`src/rtl/bla_pkg.sv`:
```
package bla_pkg;
    // Classification of a write beat relative to the sub-burst chain.
    typedef enum logic [1:0] {
        SEG_OPEN = 2'd0,   // first beat of a fresh host burst
        SEG_NEXT = 2'd1,   // first beat of a follow-on sub-burst
        SEG_CONT = 2'd2    // inside an already opened sub-burst
    } seg_kind_e;
endpackage

```
`src/rtl/bla_sub_len.sv`:
```
module bla_sub_len #(
    parameter int HBC_W     = 8,
    parameter int ABC_W     = 3,
    parameter int AGENT_MAX = 4
) (
    input  logic [HBC_W-1:0] left,
    output logic [ABC_W-1:0] len,
    output logic             is_last
);
    localparam logic [HBC_W-1:0] MAX_H = HBC_W'(AGENT_MAX);
    localparam logic [ABC_W-1:0] MAX_A = ABC_W'(AGENT_MAX);

    always_comb begin
        is_last = (left <= MAX_H);
        len     = is_last ? ABC_W'(left) : MAX_A;
    end
endmodule

```
`src/rtl/bla_wr_split.sv`:
```
module bla_wr_split
    import bla_pkg::*;
#(
    parameter int AW        = 32,
    parameter int DW        = 32,
    parameter int HBC_W     = 8,
    parameter int ABC_W     = 3,
    parameter int AGENT_MAX = 4
) (
    input  logic             clk,
    input  logic             rst_n,
    input  logic             h_write,
    input  logic [AW-1:0]    h_address,
    input  logic [HBC_W-1:0] h_burstcount,
    input  logic             a_waitrequest,
    output logic [AW-1:0]    a_address,
    output logic [ABC_W-1:0] a_burstcount,
    output logic             busy
);
    localparam int SH = $clog2(DW / 8);

    typedef struct packed {
        logic             active;
        logic [AW-1:0]    addr;
        logic [ABC_W-1:0] bc;
        logic [ABC_W-1:0] sub_left;
        logic [HBC_W-1:0] tot_left;
    } wr_st_t;

    wr_st_t            st_d, st_q;
    seg_kind_e         kind;
    logic [HBC_W-1:0]  len_in;
    logic [ABC_W-1:0]  len_out;
    logic              len_last;
    logic [HBC_W-1:0]  eff_tot;
    logic [AW-1:0]     eff_addr;
    logic [ABC_W-1:0]  eff_bc;
    logic [ABC_W-1:0]  eff_sub;

    bla_sub_len #(
        .HBC_W(HBC_W), .ABC_W(ABC_W), .AGENT_MAX(AGENT_MAX)
    ) u_len (
        .left(len_in), .len(len_out), .is_last(len_last)
    );

    always_comb begin
        st_d = st_q;
        if (!st_q.active)            kind = SEG_OPEN;
        else if (st_q.sub_left == '0) kind = SEG_NEXT;
        else                          kind = SEG_CONT;

        len_in = (kind == SEG_OPEN) ? h_burstcount : st_q.tot_left;

        case (kind)
            SEG_OPEN: begin
                eff_tot  = h_burstcount;
                eff_addr = h_address;
                eff_bc   = len_out;
                eff_sub  = len_out;
            end
            SEG_NEXT: begin
                eff_tot  = st_q.tot_left;
                eff_addr = st_q.addr + (AW'(st_q.bc) << SH);
                eff_bc   = len_out;
                eff_sub  = len_out;
            end
            default: begin
                eff_tot  = st_q.tot_left;
                eff_addr = st_q.addr;
                eff_bc   = st_q.bc;
                eff_sub  = st_q.sub_left;
            end
        endcase

        if (h_write && !a_waitrequest) begin
            st_d.active   = (eff_tot != HBC_W'(1));
            st_d.addr     = eff_addr;
            st_d.bc       = eff_bc;
            st_d.sub_left = eff_sub - ABC_W'(1);
            st_d.tot_left = eff_tot - HBC_W'(1);
        end

        a_address    = eff_addr;
        a_burstcount = eff_bc;
        busy         = st_q.active;
    end

    // len_last is not needed on the write side: the chain ends by total count.
    logic unused_last;
    assign unused_last = len_last;

    always_ff @(posedge clk or negedge rst_n) begin
        if (!rst_n) st_q <= '0;
        else        st_q <= st_d;
    end
endmodule

```
`src/rtl/bla_rd_split.sv`:
```
module bla_rd_split #(
    parameter int AW        = 32,
    parameter int DW        = 32,
    parameter int HBC_W     = 8,
    parameter int ABC_W     = 3,
    parameter int AGENT_MAX = 4
) (
    input  logic             clk,
    input  logic             rst_n,
    input  logic             enable,
    input  logic             h_read,
    input  logic [AW-1:0]    h_address,
    input  logic [HBC_W-1:0] h_burstcount,
    input  logic             a_waitrequest,
    output logic             a_read,
    output logic [AW-1:0]    a_address,
    output logic [ABC_W-1:0] a_burstcount,
    output logic             h_waitrequest
);
    localparam int SH = $clog2(DW / 8);

    typedef struct packed {
        logic [HBC_W-1:0] off;   // words already issued for the held command
    } rd_st_t;

    rd_st_t           st_d, st_q;
    logic [HBC_W-1:0] left;
    logic [ABC_W-1:0] len_out;
    logic             len_last;

    bla_sub_len #(
        .HBC_W(HBC_W), .ABC_W(ABC_W), .AGENT_MAX(AGENT_MAX)
    ) u_len (
        .left(left), .len(len_out), .is_last(len_last)
    );

    always_comb begin
        st_d          = st_q;
        left          = h_burstcount - st_q.off;
        a_read        = h_read && enable;
        a_address     = h_address + (AW'(st_q.off) << SH);
        a_burstcount  = len_out;
        h_waitrequest = !enable || a_waitrequest || !len_last;
        if (a_read && !a_waitrequest) begin
            st_d.off = len_last ? '0 : (st_q.off + HBC_W'(AGENT_MAX));
        end
    end

    always_ff @(posedge clk or negedge rst_n) begin
        if (!rst_n) st_q <= '0;
        else        st_q <= st_d;
    end
endmodule

```
`src/rtl/bla_burst_split.sv`:
```
module bla_burst_split #(
    parameter int AW        = 32,
    parameter int DW        = 32,
    parameter int HBC_W     = 8,
    parameter int AGENT_MAX = 4,
    localparam int ABC_W    = $clog2(AGENT_MAX) + 1
) (
    input  logic             clk,
    input  logic             rst_n,
    input  logic [AW-1:0]    h_address,
    input  logic [HBC_W-1:0] h_burstcount,
    input  logic             h_read,
    input  logic             h_write,
    input  logic [DW-1:0]    h_writedata,
    output logic             h_waitrequest,
    output logic [DW-1:0]    h_readdata,
    output logic             h_readdatavalid,
    output logic [AW-1:0]    a_address,
    output logic [ABC_W-1:0] a_burstcount,
    output logic             a_read,
    output logic             a_write,
    output logic [DW-1:0]    a_writedata,
    input  logic             a_waitrequest,
    input  logic [DW-1:0]    a_readdata,
    input  logic             a_readdatavalid
);
    localparam int HOST_MAX = 2 ** (HBC_W - 1);

    // Data paths are never altered: only command fields are rewritten.
    assign a_writedata     = h_writedata;
    assign h_readdata      = a_readdata;
    assign h_readdatavalid = a_readdatavalid;

    if (AGENT_MAX >= HOST_MAX) begin : g_pass
        assign a_address     = h_address;
        assign a_burstcount  = ABC_W'(h_burstcount);
        assign a_read        = h_read;
        assign a_write       = h_write;
        assign h_waitrequest = a_waitrequest;
    end else begin : g_split
        logic             wr_busy;
        logic             wr_own;
        logic [AW-1:0]    wr_addr;
        logic [AW-1:0]    rd_addr;
        logic [ABC_W-1:0] wr_bc;
        logic [ABC_W-1:0] rd_bc;
        logic             rd_go;
        logic             rd_wait;

        assign wr_own = h_write || wr_busy;

        bla_wr_split #(
            .AW(AW), .DW(DW), .HBC_W(HBC_W), .ABC_W(ABC_W), .AGENT_MAX(AGENT_MAX)
        ) u_wr (
            .clk(clk), .rst_n(rst_n),
            .h_write(h_write), .h_address(h_address), .h_burstcount(h_burstcount),
            .a_waitrequest(a_waitrequest),
            .a_address(wr_addr), .a_burstcount(wr_bc), .busy(wr_busy)
        );

        bla_rd_split #(
            .AW(AW), .DW(DW), .HBC_W(HBC_W), .ABC_W(ABC_W), .AGENT_MAX(AGENT_MAX)
        ) u_rd (
            .clk(clk), .rst_n(rst_n), .enable(!wr_own),
            .h_read(h_read), .h_address(h_address), .h_burstcount(h_burstcount),
            .a_waitrequest(a_waitrequest),
            .a_read(rd_go), .a_address(rd_addr), .a_burstcount(rd_bc),
            .h_waitrequest(rd_wait)
        );

        assign a_write       = h_write;
        assign a_read        = rd_go;
        assign a_address     = wr_own ? wr_addr : rd_addr;
        assign a_burstcount  = wr_own ? wr_bc : rd_bc;
        assign h_waitrequest = wr_own ? a_waitrequest : rd_wait;
    end
endmodule

```
`config.mk`:
```
export PLATFORM = sky130hd
export DESIGN_NAME = bla_burst_split
export DESIGN_NICKNAME = d
export VERILOG_FILES = /design/src/rtl/bla_pkg.sv /design/src/rtl/bla_sub_len.sv /design/src/rtl/bla_wr_split.sv /design/src/rtl/bla_rd_split.sv /design/src/rtl/bla_burst_split.sv
export SDC_FILE = /design/constraint.sdc
export NUM_CORES = 1
export LEC_CHECK = 0
export BUFFER_PORTS_ARGS = -buffer_cell sky130_fd_sc_hd__buf_2
export CAP_MARGIN = 20
export CORE_ASPECT_RATIO = 0.7
export CORE_MARGIN = 2
export CORE_UTILIZATION = 50
export DETAILED_ROUTE_END_ITERATION = 10
export PLACE_DENSITY = 0.84
export SYNTH_ARGS = -nofsm -noshare
export SYNTH_HDL_FRONTEND = slang
export SYNTH_SLANG_ARGS = --single-unit
```
`constraint.sdc`:
```
create_clock -name clk -period 6.2 [get_ports clk]
set_input_delay 0.62 -clock clk [delete_from_list [all_inputs] [get_ports clk]]
set_output_delay 0.62 -clock clk [all_outputs]
set_load 0.01 [all_outputs]
```
* After elaboration in Yosys (flattened, before gate mapping)
Cells that the tools add are included.
** Operators by class
- Add/sub/neg operators :: 6
- Multipliers :: 0
- Div/mod/pow operators :: 0
- Magnitude comparators :: 2
- Eq/ne operators :: 2
- Shift operators :: 0
- Muxes and demuxes :: 12
- Bitwise gates (word level) :: 0
- Reduce and logical (&&, ||, !) cells :: 12
** Operator list (number)
- case mux 32 bit (2 select lines) :: 1
- adder 32 x 10 -> 32 bit :: 1
- adder 32 x 5 -> 32 bit :: 1
- 2-to-1 mux 32 bit :: 1
- <= comparator 8 x 3 -> 1 bit (second input constant) :: 2
- 2-to-1 mux 8 bit :: 2
- 2-to-1 mux 3 bit :: 5
- adder 8 x 3 -> 8 bit (second input constant) :: 1
- != test 8 x 1 -> 1 bit (second input constant) :: 1
- subtractor 8 x 1 -> 8 bit (second input constant) :: 1
- subtractor 8 bit :: 1
- 2-to-1 mux 2 bit :: 2
- logical AND 1 bit :: 3
- logical NOT 1 bit :: 3
- logical NOT 3 bit :: 1
- logical OR 1 bit :: 3
- subtractor 3 x 1 -> 3 bit (second input constant) :: 1
- equality test 2 x 1 -> 1 bit (second input constant) :: 1
- logical NOT 2 bit :: 1
- OR reduction 2 bit :: 1
- 2-to-1 mux 1 bit :: 1
** Storage, ports and cells
- Flip-flop bits (word level) :: 55
- Latch bits :: 0
- RAM bits :: 0
- Memory bits (read-only) :: 0
- Input port bits :: 110
- Word-level logic and storage cells :: 40
- Memories kept :: 0

* Logic depth before layout (Yosys ltp)
Gate-level depths: netlist of the first run.
- Depth in word-level cells :: 9
- Mapped depth :: 13
- Gate-level depth less buffers :: 11

* Modules after synthesis
A second synthesis of the first run with hierarchy kept.
** Unflattened totals
- Cells, all modules :: 756
- Area, all modules :: 6249.7 um^2
** Modules (own cells, without submodules)
- bla_wr_split :: instances 1, cells each 464, area an instance 3729.8 um^2
- bla_rd_split :: instances 1, cells each 170, area an instance 1315.0 um^2
- bla_burst_split :: instances 1, cells each 106, area an instance 1089.8 um^2
- bla_sub_len :: instances 2, cells each 8, area an instance 57.6 um^2

* Least setup slack after synthesis of the first run
No wires, ideal clock.
- Path kind :: register -> output
- Start point :: register g_split.u_wr.st_q[11] (netlist name)
- End point :: output port a_address[18]
- Data arrival time :: 2.187 ns
- Required time :: 5.580 ns
- Slack :: 3.393 ns
- Cell stages (with the launch flop) :: 9
- Path buffers :: 0
- Path through :: dfrtp_1 ha_1 inv_1 fa_1 nor2b_1 o211ai_1 or4_1 xor2_1 mux2i_1
** On the way
- Word-level cells in the longest chain between the ends :: 3
** Ends and longest elaborated chain
- start: declaration :: line bla_wr_split.sv:30 : wr_st_t st_d, st_q;
- start signal: assignment :: line bla_wr_split.sv:94 : else st_q <= st_d;
- adder 32 x 5 -> 32 bit :: line bla_wr_split.sv:63 : eff_addr = st_q.addr + (AW'(st_q.bc) << SH);
- case mux 32 bit (2 select lines) :: line bla_wr_split.sv:54 : case (kind)
- 2-to-1 mux 32 bit :: line bla_burst_split.sv:73 : assign a_address = wr_own ? wr_addr : rd_addr;
- end: declaration :: line bla_burst_split.sv:18 : output logic [AW-1:0] a_address,
No other way between the ends.

* Worst setup path after layout of the first run
- Start point :: register g_split.u_wr.st_q[11] (netlist name)
- End point :: output port a_address[22]
Same word-level chain as after synthesis.

==> results.toml, run 1 <==
[synthesis]
synth.cell_area_sq_um = 5600
ys_seq_area_share_pct = 23.7
synthCells = 712
ys.warnings.count = 0
synth.distinct_cells = 63
synth.largest_area_cell = "dfrtp_1"
synth.most_common_cell = "nand2_1"
ys_ff_latch = 53
synthArstFlopShare_pct = 100
yosysTopAreaCellShare_pct = 23.7
synthTopCellsByArea = "dfrtp_1 (24%), buf_4 (9.2%), mux2i_1 (5.7%)"
synth_edf_count = 0
synthFlopType = "dfrtp_1"
synth_common_cells = "nand2_1 (73), buf_4 (69), dfrtp_1 (53), a21oi_1 (49), o21ai_0 (41)"
syn_area_per_cell_sq_um = 7.87

[worst_setup_path]
required_ns = 5.58
startpoint_type = "flop"
crit_path_max_fanout = 6
worstSetupPathType = "reg2out"
end_kind = "output pin"
arrival_ns = 2.89
r2r_slack_ns = 3.06

[cts]
root_buffer = "clkbuf_16"
clk_latency_ns = 0.31
clk_pin_slew_ns = 0.08
cts_max_level = 2
cts_tree = "done"
cts_inserted_buffers = 5
cts_sinks = 53
clock_path_buffers = 2
post_cts_buffers = 0
cts_resized = 0
ctsHoldBuffers = 0

[power_and_ir_drop]
ir_drop_v = 0.000257
cellLeakagePower_uw = 0.00241
clkPwrFrac_pct = 13.1
switching_share_pct = 48.1
p_int_uw = 1160
comb_power_share_pct = 59.1
powerDensity_nw_per_um2 = 391
pwr-share-seq_pct = 27.7
p_sw_uw = 1080

[detailed_routing]
via_count = 5084
wl_per_cell_um = 17.3
drc = 0
vias_per_cell = 5.97
ant_nets = 0
drtIter0Drc = 434
firstDrtPassIters = 5
wirelength_um = 14700

[sta]
setup_tns_ns = 0
hold_viol_final = 0
drv_slew = 0
fin_worst_skew_ns = 0.0113
fmax_mhz = 285
maxSlewHeadroom_pct = 35.8
setup_viol = 0
finalCritPeriodShare_pct = 56.6
tightestPinTransition_ns = 0.959
rsz0062_at_grt = "no"
fin_crit_ns = 3.51

[finish]
drive_above_1_share_pct = 16.7
fin_nets = 830
fin_util_pct = 52.2
n_antenna_cell = 0
final_area_sq_um = 5730
area_growth_pct = 2.30

[global_route]
grt_pass1_wl_um = 24000
grt_pass1_vias = 4737
track_usage_pct = 24.7
grt_start_max_net_pins = 74
antenna_found_initial = 0
grt_overflow = 0

[placed_design]
port_buffers = 82
gp_congestion = 0.852
dp_hpwl_um = 10500
dpl_cell_area_sq_um = 5560

[die]
start_util_pct = 51.0
die_w_um = 130
rows = 32
ioPinCount = 213
dieArea_sq_um = 12100
core_area_sq_um = 11000
fp.dieH_um = 92.5

[job]
max_cap_violations = 0

[outcome]
status = "finished, final reports clean"

[worst_hold_path]
hold_path_class = "in2async"
[through the flow]
stage / hold WS, ns / power, uW / worst slack, ns / std cells
2_1_floorplan: 0.324 / 1600 / 3.39 / 713
3_3_place_gp: 0.458 / 1900 / 2.95 / 843
3_5_place_dp: 0.472 / 1930 / 2.96 / 843
4_1_cts: 0.489 / 2230 / 2.70 / 851
5_1_grt: 0.505 / 2420 / 2.46 / 852
6_report: 0.430 / 2240 / 2.69 / 852
[sequential cells by signal, indices dropped and copies added, names as in the netlist]
| register | count |
|---|---|
| g_split.u_wr.st_q | 46 |
| g_split.u_rd.st_q | 6 |
| g_split.u_wr.busy | 1 |
[worst max-delay path: stages, from the launching register on]
cell and delay [ns]:
dfrtp_1 0.39, ha_1 0.20, inv_1 0.06, fa_1 0.39, nor2b_1 0.25, o211ai_1 0.27, nor3_2 0.32, nand3_1 0.21
xor2_1 0.18, mux2i_1 0.15, buf_2 0.16
[power by group through the flow]
stage                     clock, uW  sequential (uW)  combinational (uW)
final                           294              622                1330
after global routing            307              641                1470
after CTS                       299              617                1320
after detailed placement          0              623                1310
after global placement            0              617                1280
after floorplan                   0              543                1050
[layout make-up]
class / count / area [sq um]
fillers: 1068 / 5240
multi-input cells: 532 / 3520
flip-flops and latches: 53 / 1330
repair buffers: 88 / 475
well taps: 153 / 191
clock buffers: 6 / 129
inverters: 18 / 67.6
clock inverters: 2 / 15.0
[metal layers]
metal	GRT usage, %	share of wire [%]	wire [um]
met1	37.4	48	7070
met2	34.7	42	6200
met3	6.30	8.5	1250
met4	6.29	1.4	200
met5	0	0	0
[layout by cell type (no fill, tap or decap), types with 5 or more instances in the layout]
cell type   n
buf_2      82
nand2_1    73
dfrtp_1    52
a21oi_1    49
o21ai_0    41
nand3_1    40
xor2_1     35
mux2i_1    32
nor2_1     32
o22ai_1    32
xnor2_1    26
ha_1       21
inv_1      18
and3_1     16
nand4_1    16
nand2b_1    8
nor3_1      7
mux2_2      7
a31oi_1     6
nor2b_1     6
o31ai_1     5
a21o_1      5
nor3b_1     5
o211ai_1    5
clkbuf_16   5
buf_4       5
[worst paths after layout]
path,from,to,cells after the start
setup / recovery,g_split.u_wr.st_q[11]$_DFFE_PN0P_,a_address[22],10
hold / removal,rst_n,g_split.u_wr.st_q[29]$_DFFE_PN0P_,2
setup reg to reg,g_split.u_wr.busy$_DFFE_PN0P_,g_split.u_wr.st_q[10]$_DFFE_PN0P_,11
hold reg to reg,g_split.u_wr.st_q[14]$_DFFE_PN0P_,g_split.u_wr.st_q[14]$_DFFE_PN0P_,2
max in group asynchronous,rst_n,g_split.u_wr.busy$_DFFE_PN0P_,2
min in group clk,g_split.u_wr.st_q[14]$_DFFE_PN0P_,g_split.u_wr.st_q[14]$_DFFE_PN0P_,2
[kinds of logic after synthesis]
group / synth area share, %
AND/OR/NAND/NOR: 22.0
AO/OA/AOI/OAI: 18.9
buffers and inverters: 13.6
XOR/XNOR: 9.54
flip-flops: 23.7
multiplexers: 7.13
adder cells (fa/ha/maj): 5.05
other: 0.0670
Power figures use the tool's default switching activity.
==> run 2, diff against run 1 <==
--- a/config.mk
+++ b/config.mk
@@ -9,9 +9,9 @@
 export CAP_MARGIN = 20
 export CORE_ASPECT_RATIO = 0.7
 export CORE_MARGIN = 2
-export CORE_UTILIZATION = 50
+export CORE_UTILIZATION = 46
 export DETAILED_ROUTE_END_ITERATION = 10
-export PLACE_DENSITY = 0.84
+export PLACE_DENSITY = 0.82
 export SYNTH_ARGS = -nofsm -noshare
 export SYNTH_HDL_FRONTEND = slang
 export SYNTH_SLANG_ARGS = --single-unit
==> constraint.sdc (replaced) <==
create_clock -name clk -period 2.9 [get_ports clk]
set_input_delay 0.29 -clock clk [delete_from_list [all_inputs] [get_ports clk]]
set_output_delay 0.29 -clock clk [all_outputs]
set_load 0.01 [all_outputs]
==> run 2 against run 1 <==
  * The run now ends with hold timing left
  * Critical path type unchanged
  * Die area is 8.4% higher
  * First-iteration DRC count up 38%
  * Critical path depth unchanged
  * Wire length is 4.6% higher
  * Non-clock buffer count grew 22
  * Clock-buffer cell count shrank 1
  * Sequential share of layout area down 1.2 points
  * Via count increased by 4.5%
==> results.toml, run 2 (synthesis results as in run 1) <==
[worst_setup_path]
end_kind = "output pin"
arrival_ns = 2.59
r2r-start = "g_split.u_wr.busy$_DFFE_PN0P_"
startpoint_type = "flop"
reg2reg_depth = 10
r2r_slack_ns = 0.36
crit_path_max_fanout = 5
crit_start = "g_split.u_wr.st_q[11]$_DFFE_PN0P_"
timing.rr.end = "g_split.u_wr.st_q[10]$_DFFE_PN0P_"
required_ns = 2.61
worstSetupPathType = "reg2out"

[detailed_routing]
firstDrtPassIters = 5
vias_per_cell = 6.05
drc = 0
drtIter0Drc = 601
via_count = 5311
ant_nets = 0
wl_per_cell_um = 17.5
wirelength_um = 15400

[outcome]
status = "finished, violations left"
violations = "hold timing"

[power_and_ir_drop]
pwr-share-seq_pct = 24.5
p_int_uw = 2840
switching_share_pct = 45.6
clkPwrFrac_pct = 15.0
cellLeakagePower_uw = 0.00257
comb_power_share_pct = 60.6
ir_drop_v = 0.000509
powerDensity_nw_per_um2 = 865
p_sw_uw = 2380

[die]
rows = 33
fp.dieH_um = 96.3
die_w_um = 136
core_area_sq_um = 11800
start_util_pct = 47.4
ioPinCount = 213
dieArea_sq_um = 13100

[sta]
fin_worst_skew_ns = 0.00430
hold_viol_final = 13
tightestPinTransition_ns = 0.593
whs_ns = -0.00740
drv_slew = 0
setup_viol = 0
setup_slack_ns = 0.0156
maxSlewHeadroom_pct = 60.4
fmax_mhz = 347
fin_crit_ns = 2.88
finalCritPeriodShare_pct = 99.5
rsz0062_at_grt = "yes"

[cts]
ctsHoldBuffers = 0
clk_latency_ns = 0.29
cts_sinks = 53
clock_path_buffers = 2
cts_inserted_buffers = 5
cts_tree = "done"
cts_max_level = 2
root_buffer = "clkbuf_16"
clk_pin_slew_ns = 0.07

[finish]
multi_input_area_sq_um = 3620
final_cell_mix = "buf_2 (82), nand2_1 (73), dfrtp_1 (51), a21oi_1 (48)"
fin_util_pct = 51.1
drive_above_1_share_pct = 22.5
final_area_sq_um = 6040
largest_register_ffs = 46
area_growth_pct = 7.77
final_common_cell = "buf_2"
fin_nets = 852
ff_latch_area_sq_um = 1330
top_register = "g_split.u_wr.st_q"
final_cells = 878
fillers = 1148
n_antenna_cell = 0

[placed_design]
gp_congestion = 0.923
place_ws_ns = 0.146
dpl.cell_count = 862
port_buffers = 82
dpl_cell_area_sq_um = 5690
dp_hpwl_um = 11200

[global_route]
grt_pass1_wl_um = 24100
antenna_found_initial = 0
grt_start_max_net_pins = 72
track_usage_pct = 23.1
grt_pass1_vias = 4757
grt_overflow = 0

[job]
max_cap_violations = 0

[worst_hold_path]
hold_path_class = "in2async"
## run 2: changes by cell type in the layout (fill, tap and decap cells not counted), moves of 2 or more
cell,before,now
nor2_1,32,28
clkinvlp_4,2,0
or3_1,3,1
nor4_1,2,0
nor4_2,0,2
nor2_2,0,3
buf_4,5,27
nor3_4,1,3
bufinv_16,0,2
and3_1,16,14
and3_4,0,2
o21ai_0,41,39
or3_4,1,3
## run 2: worst max path at each step
stage	depth (start not counted)	end	slack (ns)
after detailed placement	9	a_address[18]	0.15
after global routing	10	a_address[22]	-0.1
after CTS	10	a_address[28]	0.0003
final	10	a_address[22]	0.02
after floorplan	13	g_split.u_wr.st_q[10]$_DFFE_PN0P_	0.24
after global placement	9	a_address[18]	0.20
## run 2: what timing repair did
| item | in CTS | in global routing |
|---|---|---|
| pin swaps | 2 | 9 |
| resized for setup | 3 | 27 |
| endpoints found under the setup margin | 11 | 27 |
| setup buffers | 5 | 3 |
## run 2: area by class of cell
class,instances,share of cell area [%]
inverter,18,1.12
timing repair buffer,110,10.5
clock inverter,3,1.08
clock buffer,5,2.07
multi-input combinational,532,60.0
tap,157,3.25
sequential,53,22.0
## run 2: worst max-delay path, stage by stage (launching register included)
cell	delay [ns]
dfrtp_1	0.36
ha_2	0.19
inv_2	0.04
fa_2	0.36
nor2b_4	0.14
o211ai_1	0.21
nor3_2	0.40
nand3_2	0.16
xor2_1	0.19
mux2i_1	0.11
buf_2	0.14
## run 2: power by group through the flow
stage	clock network, uW	registers, uW	logic [uW]
final	782	1280	3160
after detailed placement	0	1300	2980
after floorplan	0	1160	2250
after global routing	812	1320	3480
after CTS	789	1280	3040
after global placement	0	1280	2940
## run 2: routing by layer
layer	track usage, %	part of all wire [%]
met1	34.5	48
met3	5.06	8.9
met4	4.77	1.2
met2	34.1	42
met5	0	0
## run 2: per-stage QoR
stage	total power [uW]	setup TNS (ns)	hold slack, ns
after floorplan	3410	0	-0.00559
after global placement	4220	0	0.326
after detailed placement	4280	0	0.323
after CTS	5110	0	0.00868
after global routing	5610	-0.330	0.0336
final	5220	0	-0.00740
==> run 3, diff against run 2 <==
--- a/config.mk
+++ b/config.mk
@@ -5,11 +5,12 @@
 export SDC_FILE = /design/constraint.sdc
 export NUM_CORES = 1
 export LEC_CHECK = 0
+export ABC_AREA = 1
 export BUFFER_PORTS_ARGS = -buffer_cell sky130_fd_sc_hd__buf_2
 export CAP_MARGIN = 20
 export CORE_ASPECT_RATIO = 0.7
 export CORE_MARGIN = 2
-export CORE_UTILIZATION = 46
+export CORE_UTILIZATION = 47
 export DETAILED_ROUTE_END_ITERATION = 10
 export PLACE_DENSITY = 0.82
 export SYNTH_ARGS = -nofsm -noshare
==> run 3 against run 2 <==
  * The flow now finishes without violations
  * Non-clock buffer count shrank 14
  * Combinational power shrank 15%
  * Die area grew 7.9%
  * Clock power shrank 8.6%
  * Sequential power grew 8%
  * Final area grew 7.1%
  * First-iteration DRC count grew 21%
  * Sequential share of layout area shrank 1.5 points
  * Global-route usage grew 5.2 points
  * Synthesized cell count grew 50%
  * Maximum frequency grew 5.0%
  * Critical endpoint is now a_burstcount[1]
  * Largest cell class unchanged
==> results.toml, run 3 <==
[outcome]
status = "finished, final reports clean"

[cts]
clock_path_buffers = 2
clk_latency_ns = 0.30
cts_inserted_buffers = 5
clk_pin_slew_ns = 0.07
post_cts_buffers = 0
cts_max_level = 2
cts_tree = "done"
cts_sinks = 53
root_buffer = "clkbuf_16"

[die]
rows = 35
ioPinCount = 213
start_util_pct = 47.6
die_w_um = 141
fp.dieH_um = 100
dieArea_sq_um = 14100
core_area_sq_um = 13000

[synthesis]
syn_area_per_cell_sq_um = 5.78
synth_common_cells = "nand2_1 (426), inv_1 (129), nor2_1 (90), nand3_1 (87), buf_4 (69)"
synth.most_common_cell = "nand2_1"
ys.warnings.count = 0
synthCells = 1071
synthArstFlopShare_pct = 100
synth.cell_area_sq_um = 6190
synthFlopType = "dfrtp_1"
synthTopCellsByArea = "nand2_1 (26%), dfrtp_1 (21%), buf_4 (8.4%)"
ys_ff_latch = 53
synth.distinct_cells = 40
ys_seq_area_share_pct = 21.4
yosysTopAreaCellShare_pct = 25.8
synth.largest_area_cell = "nand2_1"
synth_edf_count = 0

[placed_design]
port_buffers = 82
gp_congestion = 0.981
dp_hpwl_um = 15200
dpl_cell_area_sq_um = 6270

[detailed_routing]
drtIter0Drc = 730
wl_per_cell_um = 15.7
vias_per_cell = 5.47
drc = 0
wirelength_um = 19600
firstDrtPassIters = 5
via_count = 6821
ant_nets = 0

[worst_setup_path]
timing.rr.end = "g_split.u_wr.st_q[10]$_DFFE_PN0P_"
crit_start = "g_split.u_rd.st_q[2]$_DFFE_PN0P_"
cp_cell_sequence = "inv_1 > ha_1 > nor2_1 > xor2_1 > nand3_1 > nor2_1 > nand3_1 > o21ai_1 > buf_2"
crit_path_top_delay_cell = "dfrtp_1"
worstSetupPathType = "reg2out"
startpoint_type = "flop"
endpoint = "a_burstcount[1]"
reg2reg_depth = 13
arrival_ns = 2.46
path_depth = 9
crit_path_max_fanout = 5
path_buf_inv = 2
r2r-start = "g_split.u_wr.busy$_DFFE_PN0P_"
cpLargestDelayFamily = "simple AND/OR/NAND/NOR gates"
crit_path_max_incr_delay_ns = 0.42
required_ns = 2.61
end_kind = "output pin"
r2r_slack_ns = 0.59

[sta]
hold_viol_final = 0
whs_ns = 0.362
rsz0062_at_grt = "no"
fin_crit_ns = 2.75
finalCritPeriodShare_pct = 94.7
drv_slew = 0
setup_tns_ns = 0
maxSlewHeadroom_pct = 58.2
fin_worst_skew_ns = 0.00832
tightestPinTransition_ns = 0.619
fmax_mhz = 364
setup_viol = 0

[finish]
fin_nets = 1212
ff_latch_area_sq_um = 1330
final_cell_mix = "nand2_1 (425), inv_1 (129), nor2_1 (88), nand3_1 (87), buf_2 (82)"
final_common_cell = "nand2_1"
final_area_sq_um = 6460
top_register = "g_split.u_wr.st_q"
n_antenna_cell = 0
drive_above_1_share_pct = 12.3
multi_input_area_sq_um = 3750
area_growth_pct = 4.38
fillers = 1339
largest_register_ffs = 46

[power_and_ir_drop]
ir_drop_v = 0.000284
powerDensity_nw_per_um2 = 741
cellLeakagePower_uw = 0.00346
power_uw = 4790

[global_route]
grt_start_max_net_pins = 36
track_usage_pct = 28.4
grt_overflow = 0
antenna_found_initial = 1
grt_pass1_wl_um = 32000
grt_pass1_vias = 6315

[job]
max_cap_violations = 0

[worst_hold_path]
hold_path_class = "in2reg"
==> run 3: cell types whose count changed in the layout (fill, tap and decap cells not counted), moves of 14 or more <==
cell     change
mux2i_1     -32
nand3_1     +48
a21oi_1     -39
o22ai_1     -22
nor2_1      +60
buf_4       -14
xnor2_1     -17
inv_1      +112
xor2_1      -24
nand2_1    +352
and3_1      -14
==> run 3: cell families (layout without fill, tap and decap cells) <==
kind of cell | Yosys count | count (layout) | synth area share (%)
simple gates | 651 | 651 | 43.6
buf+inv | 226 | 235 | 18.3
compound gates | 98 | 98 | 9.25
flops | 53 | 53 | 21.4
fa+ha+maj | 22 | 22 | 4.57
xor+xnor | 20 | 20 | 2.83
other cells | 1 | 2 | 0.0605
==> run 3: how the worst min path moves through the flow <==
stage / endpoint / depth (start not counted) / startpoint / slack [ns]
after detailed placement: g_split.u_wr.st_q[42]$_DFFE_PN0P_ / 1 / rst_n / 0.29
final: g_split.u_wr.st_q[15]$_DFFE_PN0P_ / 5 / h_address[1] / 0.36
after global routing: g_split.u_rd.st_q[2]$_DFFE_PN0P_ / 4 / h_read / 0.43
after global placement: g_split.u_wr.st_q[42]$_DFFE_PN0P_ / 1 / rst_n / 0.28
after CTS: g_split.u_wr.st_q[15]$_DFFE_PN0P_ / 5 / h_address[1] / 0.36
after floorplan: g_split.u_rd.st_q[2]$_DFFE_PN0P_ / 0 / rst_n / -0.006
==> run 3: through the flow <==
| stage | setup WS, ns | instances | util, % |
|---|---|---|---|
| 6_report | 0.153 | 1247 | 49.7 |
| 4_1_cts | 0.152 | 1247 | 49.6 |
| 3_3_place_gp | 0.523 | 1238 | 48.2 |
| 5_1_grt | 0.0105 | 1247 | 49.7 |
| 2_1_floorplan | 0.841 | 1072 | - |
| 3_5_place_dp | 0.487 | 1238 | 48.2 |
==> run 3: cell type report <==
cell class / instances / share of cell area, %
Sequential cell: 53 / 20.5
Timing Repair Buffer: 96 / 8.01
Clock buffer: 7 / 2.21
Tap cell: 166 / 3.21
Inverter: 131 / 7.61
Multi-Input combinational cell: 793 / 58.0
Clock inverter: 1 / 0.464
==> run 3: worst min-delay path: cells and delay by family <==
kind            cells  cell delay [ns]
compound gates      2             0.16
buf+inv             1             0.07
simple gates        2             0.10
==> run 3: layer usage <==
| metal | vias up | wire length [um] | track usage (%) |
|---|---|---|---|
| li1 | 3316 | - | - |
| met1 | 3083 | 8890 | 41.4 |
| met2 | 379 | 8070 | 40.9 |
| met3 | 41 | 2330 | 8.30 |
| met4 | 2 | 304 | 7.31 |
| met5 | - | 12 | 0 |
==> run 3: power by group <==
part	switching (uW)	total (uW)	internal, uW
Combinational	1730	2700	962
Sequential	349	1380	1030
Clock	282	715	433
==> run 3: timing repair <==
action / in CTS / in global routing
hold endpoints to repair: 18 / 0
hold buffers: 1 / 0
resized for setup: 0 / 5
endpoints found under the setup margin: 0 / 9
